`src/rtl/pdc_pkg.sv`:
```
package pdc_pkg;

    typedef enum logic [1:0] {
        MODE_QUASI = 2'b00,
        MODE_PUSH  = 2'b01,
        MODE_HIZ   = 2'b10,
        MODE_OPEN  = 2'b11
    } pin_mode_e;

endpackage

```
`src/rtl/pdc_mode_regs.sv`:
```
module pdc_mode_regs #(
    parameter int WIDTH = 8
) (
    input  logic             clk,
    input  logic             rst_n,
    input  logic             we,
    input  logic             sel,
    input  logic [WIDTH-1:0] wdata,
    output logic [WIDTH-1:0] m1_o,
    output logic [WIDTH-1:0] m2_o
);

    typedef struct packed {
        logic [WIDTH-1:0] m1;
        logic [WIDTH-1:0] m2;
    } regs_t;

    regs_t regs_d, regs_q;

    always_comb begin
        regs_d = regs_q;
        if (we) begin
            if (sel) regs_d.m2 = wdata;
            else     regs_d.m1 = wdata;
        end
    end

    always_ff @(posedge clk or negedge rst_n) begin
        if (!rst_n) regs_q <= '0;
        else        regs_q <= regs_d;
    end

    assign m1_o = regs_q.m1;
    assign m2_o = regs_q.m2;


    mode_hold_chk: assert property (@(posedge clk) disable iff (!rst_n)
        !we |=> ($stable(m1_o) && $stable(m2_o)));

endmodule

```
`src/rtl/pdc_sync.sv`:
```
module pdc_sync #(
    parameter int WIDTH  = 8,
    parameter int STAGES = 2
) (
    input  logic             clk,
    input  logic             rst_n,
    input  logic [WIDTH-1:0] d_i,
    output logic [WIDTH-1:0] q_o
);

    logic [STAGES-1:0][WIDTH-1:0] sync_d, sync_q;

    always_comb begin
        sync_d[0] = d_i;
        for (int s = 1; s < STAGES; s++) begin
            sync_d[s] = sync_q[s-1];
        end
    end

    always_ff @(posedge clk or negedge rst_n) begin
        if (!rst_n) sync_q <= '0;
        else        sync_q <= sync_d;
    end

    assign q_o = sync_q[STAGES-1];

endmodule

```
`src/rtl/pdc_pin_cell.sv`:
```
module pdc_pin_cell
    import pdc_pkg::*;
#(
    parameter int PULSE_CYCLES = 2
) (
    input  logic      clk,
    input  logic      rst_n,
    input  pin_mode_e mode_i,
    input  logic      latch_i,
    input  logic      pin_s_i,
    output logic      pd_en_o,
    output logic      strong_o,
    output logic      weak_o,
    output logic      vweak_o
);

    localparam int CW = $clog2(PULSE_CYCLES + 1);

    typedef struct packed {
        logic          prev;
        logic [CW-1:0] cnt;
    } cell_t;

    cell_t st_d, st_q;
    logic  is_quasi, is_push, is_hiz, is_open, rise, pulse_on;

    always_comb begin
        is_quasi = (mode_i == MODE_QUASI);
        is_push  = (mode_i == MODE_PUSH);
        is_hiz   = (mode_i == MODE_HIZ);
        is_open  = (mode_i == MODE_OPEN);
        rise     = latch_i && !st_q.prev;
        pulse_on = is_quasi && latch_i && (rise || (st_q.cnt != '0));

        st_d.prev = latch_i;
        if (!is_quasi || !latch_i)  st_d.cnt = '0;
        else if (rise)              st_d.cnt = CW'(PULSE_CYCLES - 1);
        else if (st_q.cnt != '0)    st_d.cnt = st_q.cnt - 1'b1;
        else                        st_d.cnt = '0;
    end

    always_ff @(posedge clk or negedge rst_n) begin
        if (!rst_n) begin
            st_q.prev <= 1'b1;
            st_q.cnt  <= '0;
        end else begin
            st_q <= st_d;
        end
    end

    assign pd_en_o  = !latch_i && !is_hiz;
    assign vweak_o  = is_quasi && latch_i;
    assign weak_o   = is_quasi && latch_i && pin_s_i;
    assign strong_o = pulse_on || (is_push && latch_i);

    // pulse length watch: consecutive quasi-mode strong cycles
    logic [CW:0] run_q;
    always_ff @(posedge clk or negedge rst_n) begin
        if (!rst_n)                     run_q <= '0;
        else if (!(strong_o && is_quasi)) run_q <= '0;
        else if (run_q <= (CW+1)'(PULSE_CYCLES)) run_q <= run_q + 1'b1;
    end


    pulse_len_chk: assert property (@(posedge clk) disable iff (!rst_n)
        (strong_o && is_quasi) |-> (run_q < (CW+1)'(PULSE_CYCLES)));


    drive_excl_chk: assert property (@(posedge clk) disable iff (!rst_n)
        pd_en_o |-> !(strong_o || weak_o || vweak_o));


    hiz_quiet_chk: assert property (@(posedge clk) disable iff (!rst_n)
        is_hiz |-> !(pd_en_o || strong_o || weak_o || vweak_o));


    od_no_pullup_chk: assert property (@(posedge clk) disable iff (!rst_n)
        is_open |-> !(strong_o || weak_o || vweak_o));

endmodule

```
`src/rtl/port_drive_ctrl.sv`:
```
module port_drive_ctrl
    import pdc_pkg::*;
#(
    parameter int WIDTH        = 8,
    parameter int SYNC_STAGES  = 2,
    parameter int PULSE_CYCLES = 2
) (
    input  logic             clk,
    input  logic             rst_n,
    input  logic             cfg_we,
    input  logic             cfg_sel,
    input  logic [WIDTH-1:0] cfg_wdata,
    input  logic [WIDTH-1:0] latch_i,
    input  logic [WIDTH-1:0] pin_i,
    output logic [WIDTH-1:0] pd_en_o,
    output logic [WIDTH-1:0] strong_pu_o,
    output logic [WIDTH-1:0] weak_pu_o,
    output logic [WIDTH-1:0] vweak_pu_o,
    output logic [WIDTH-1:0] pin_o
);

    logic [WIDTH-1:0] m1, m2, pin_s;

    pdc_mode_regs #(.WIDTH(WIDTH)) regs_i (
        .clk   (clk),
        .rst_n (rst_n),
        .we    (cfg_we),
        .sel   (cfg_sel),
        .wdata (cfg_wdata),
        .m1_o  (m1),
        .m2_o  (m2)
    );

    pdc_sync #(.WIDTH(WIDTH), .STAGES(SYNC_STAGES)) sync_i (
        .clk   (clk),
        .rst_n (rst_n),
        .d_i   (pin_i),
        .q_o   (pin_s)
    );

    for (genvar g = 0; g < WIDTH; g++) begin : g_pin
        pin_mode_e mode;
        assign mode = pin_mode_e'({m1[g], m2[g]});

        pdc_pin_cell #(.PULSE_CYCLES(PULSE_CYCLES)) cell_i (
            .clk      (clk),
            .rst_n    (rst_n),
            .mode_i   (mode),
            .latch_i  (latch_i[g]),
            .pin_s_i  (pin_s[g]),
            .pd_en_o  (pd_en_o[g]),
            .strong_o (strong_pu_o[g]),
            .weak_o   (weak_pu_o[g]),
            .vweak_o  (vweak_pu_o[g])
        );
    end

    assign pin_o = pin_s;

endmodule

```
`config.mk`:
```
export PLATFORM = sky130hd
export DESIGN_NAME = port_drive_ctrl
export DESIGN_NICKNAME = d
export VERILOG_FILES = /design/src/rtl/pdc_pkg.sv /design/src/rtl/pdc_mode_regs.sv /design/src/rtl/pdc_sync.sv /design/src/rtl/pdc_pin_cell.sv /design/src/rtl/port_drive_ctrl.sv
export SDC_FILE = /design/constraint.sdc
export NUM_CORES = 1
export LEC_CHECK = 0
export BUFFER_PORTS_ARGS = -buffer_cell sky130_fd_sc_hd__clkbuf_2
export CAP_MARGIN = 15
export CORE_UTILIZATION = 52
export CTS_CLUSTER_DIAMETER = 150
export DETAILED_ROUTE_END_ITERATION = 7
export PLACE_DENSITY = 0.75
export SKIP_CTS_REPAIR_TIMING = 1
export SLEW_MARGIN = 20
export SYNTH_ARGS = -nofsm -noshare
export SYNTH_HDL_FRONTEND = slang
export SYNTH_SLANG_ARGS = --single-unit
```
`constraint.sdc`:
```
create_clock -name clk -period 1.1 [get_ports clk]
set_input_delay 0.055 -clock clk [delete_from_list [all_inputs] [get_ports clk]]
set_output_delay 0.055 -clock clk [all_outputs]
set_load 0.02 [all_outputs]
```
==> impl_metrics.ini <==
[die]
coreArea_mm2 = 0.00447
start_util_pct = 55.8
num_rows = 24
die_x_um = 71.3
die-area_mm2 = 0.00508
die_height_um = 71.3
ios = 68

[clock_tree]
numClockSinks = 56
cts.clk_slew.worst_paths_ns = 0.10
root_buffer = clkbuf_8
clockBufferDepth = 2
cts_tree = built
numCtsBuffers = 5
clk_latency_ns = 0.30
htreeDepth = 2

[detailed_routing]
dr.pass1.iters = 6
wl_per_cell_um = 14.8
drt-initial-drc-count = 75
drc_errors = 5
avgViaCountPerCell = 4.96
drt_wl_total_um = 4840
ant_nets = 0
num_vias = 1623

[setup_path]
critPathArrivalTime_ns = 1.34
crit_type = reg -> out
max_stage_delay_ns = 0.46
crit_path_end_kind = output port
required_ns = 1.04
critPathMaxFanout = 4
critPathLaunchType = register
crit_path_top_delay_cell = dfrtp_2
path_buf_inv = 1
critical-path-top-delay-family = simple AND/OR/NAND/NOR gates
crit_chain = nor3b_4, and2_4, buf_6

[sta]
fmax_ghz = 0.716
drv_slew = 0
rsz0062_at_grt = yes
finalCriticalPeriod_ns = 1.40
relSlewSlack_pct = 81.4
fin_crit_sh_pct = 127
setup_ws_ns = -0.296
fin_setup_tns_ns = -4.74
hold_violations = 0
skew_ns = 0.00689
tightest_slew_ns = 0.275
setup_viol = 36

[synthesis]
synth_seq_cells = 56
synthCells = 194
synthMuxAreaShare_pct = 8.43
ys_seq_area_share_pct = 56.6
synth_top_area_share_pct = 48.1
synth_top_area_cell = dfrtp_1
syn-cell-area_mm2 = 0.00249
ys_types = 23
synth_compound_area_share_pct = 5.12
syn-num-nets = 222
syn_avg_cell_area_um2 = 12.9
synth-simple-area-share_pct = 16.0
synth_top_family_by_area = simple AND/OR/NAND/NOR gates
ys_top_cells_by_area = dfrtp_1 (48%), buf_4 (12%), dfstp_2 (8.4%)
synthXorXnorAreaFrac_pct = 0
synthAdderAreaFrac_pct = 0
yosysWarnings = 0

[final_layout]
stdcell_count = 327
final_util_pct = 75.6
fin_area_mm2 = 0.00338
antennaDiodeCount = 0
nets = 302
final_common_cell = dfrtp_1
areaGrowthSynthToFinish_pct = 35.5
final_cell_mix = dfrtp_1 (38), buf_4 (36), clkbuf_2 (35)
drive_gt1_share_pct = 61.1
fillers = 293

[run_status]
status = finished with violations
violations = DRC, setup timing

[pwr]
leakage_nw = 1.59
vdd_drop_max_mv = 0.997
power_mw = 4.63
power_density_mw_per_mm2 = 1370

[grt]
gr-usage-all-layers_pct = 16.1
grt_pass1_vias = 1401
grt_overflow = 0
antenna_found_initial = 0
grt_pass1_wl_um = 6160
grt_max_degree = 57

[placed_design]
placed_area_mm2 = 0.00263
gp_congestion = 0.714
hpwl_um = 2660
dp_cells = 275
io_buffers = 67

[worst_hold_path]
hold_path_class = in -> reg

[run]
drv_cap = 0
## report_power, final
group | internal [mW] | switching, mW
combinational | 0.614 | 0.480
sequential | 2.23 | 0.177
clock | 0.504 | 0.626
## worst paths after layout
check	start	cells past startpoint	slack (ns)	end
setup / recovery	regs_i.m1_o[6]	3	-0.30	weak_pu_o[6]
hold / removal	cfg_wdata[5]	2	0.009	regs_i.m1_o[5]
setup reg to reg	regs_i.m2_o[5]	3	-0.01	g_pin[5].cell_i.st_q[0]
hold reg to reg	sync_i.sync_d[10]	0	0.35	sync_i.q_o[2]
max in group asynchronous	rst_n	3	0.53	g_pin[3].cell_i.st_q[2]
min in group asynchronous	rst_n	3	0.27	g_pin[5].cell_i.st_q[0]
## synth_stat cells
cell / count
dfrtp_1: 48
buf_4: 40
inv_1: 9
a21oi_1: 8
dfstp_2: 8
mux2_2: 8
mux2_4: 8
nand2b_1: 8
nor2_1: 7
nor3b_1: 7
nor4b_1: 7
a21boi_0: 5
and2_1: 5
and4_1: 5
nor3b_2: 5
a211oi_1: 3
a31oi_1: 3
nand2_1: 3
nand2b_4: 3
a311oi_1: 1
buf_6: 1
nand2_2: 1
nor2b_4: 1
## per-stage QoR
step           hold slack, ns  setup WS [ns]
2_1_floorplan          -0.241          0.104
3_3_place_gp           0.0816         0.0474
3_5_place_dp           0.0772         0.0266
4_1_cts                -0.255         -0.316
5_1_grt              -0.00134         -0.360
6_report              0.00887         -0.296
## state kept, by name (all words and copies together) (netlist names)
register	flops
g_pin.cell_i.st_q	24
regs_i.m1_o	8
sync_i.q_o	8
sync_i.sync_d	8
regs_i.m2_o	8
## area by class of cell
type | instances | area (um2) | area share, %
flip-flops and latches | 56 | 1420 | 42.1
clock buffers | 6 | 82.6 | 2.44
clock inverters | 2 | 10.0 | 0.296
inverters | 9 | 33.8 | 0.999
repair buffers | 114 | 887 | 26.2
well taps | 52 | 65.1 | 1.92
multi-input cells | 88 | 878 | 26.0
## layer usage
metal  global-route usage (%)  wire length, um  part of all wire (%)
met5                        0                0                     0
met2                     26.3             2570                    53
met3                     4.78              169                   3.5
met1                     19.9             2010                    41
met4                     7.33               95                   2.0
## worst reg2reg max path, delay by kind of cell (launching register included)
kind	cells	cell delay, ns
AO/OA/AOI/OAI	1	0.16
buffers and inverters	1	0.15
flip-flops	1	0.47
AND/OR/NAND/NOR	1	0.27
## kinds of logic after synthesis
kind of cell,Yosys count
flops,56
simple gates,52
buf+inv,50
compound gates,20
mux,16
Note: power is estimated with default switching activity, not from simulation.
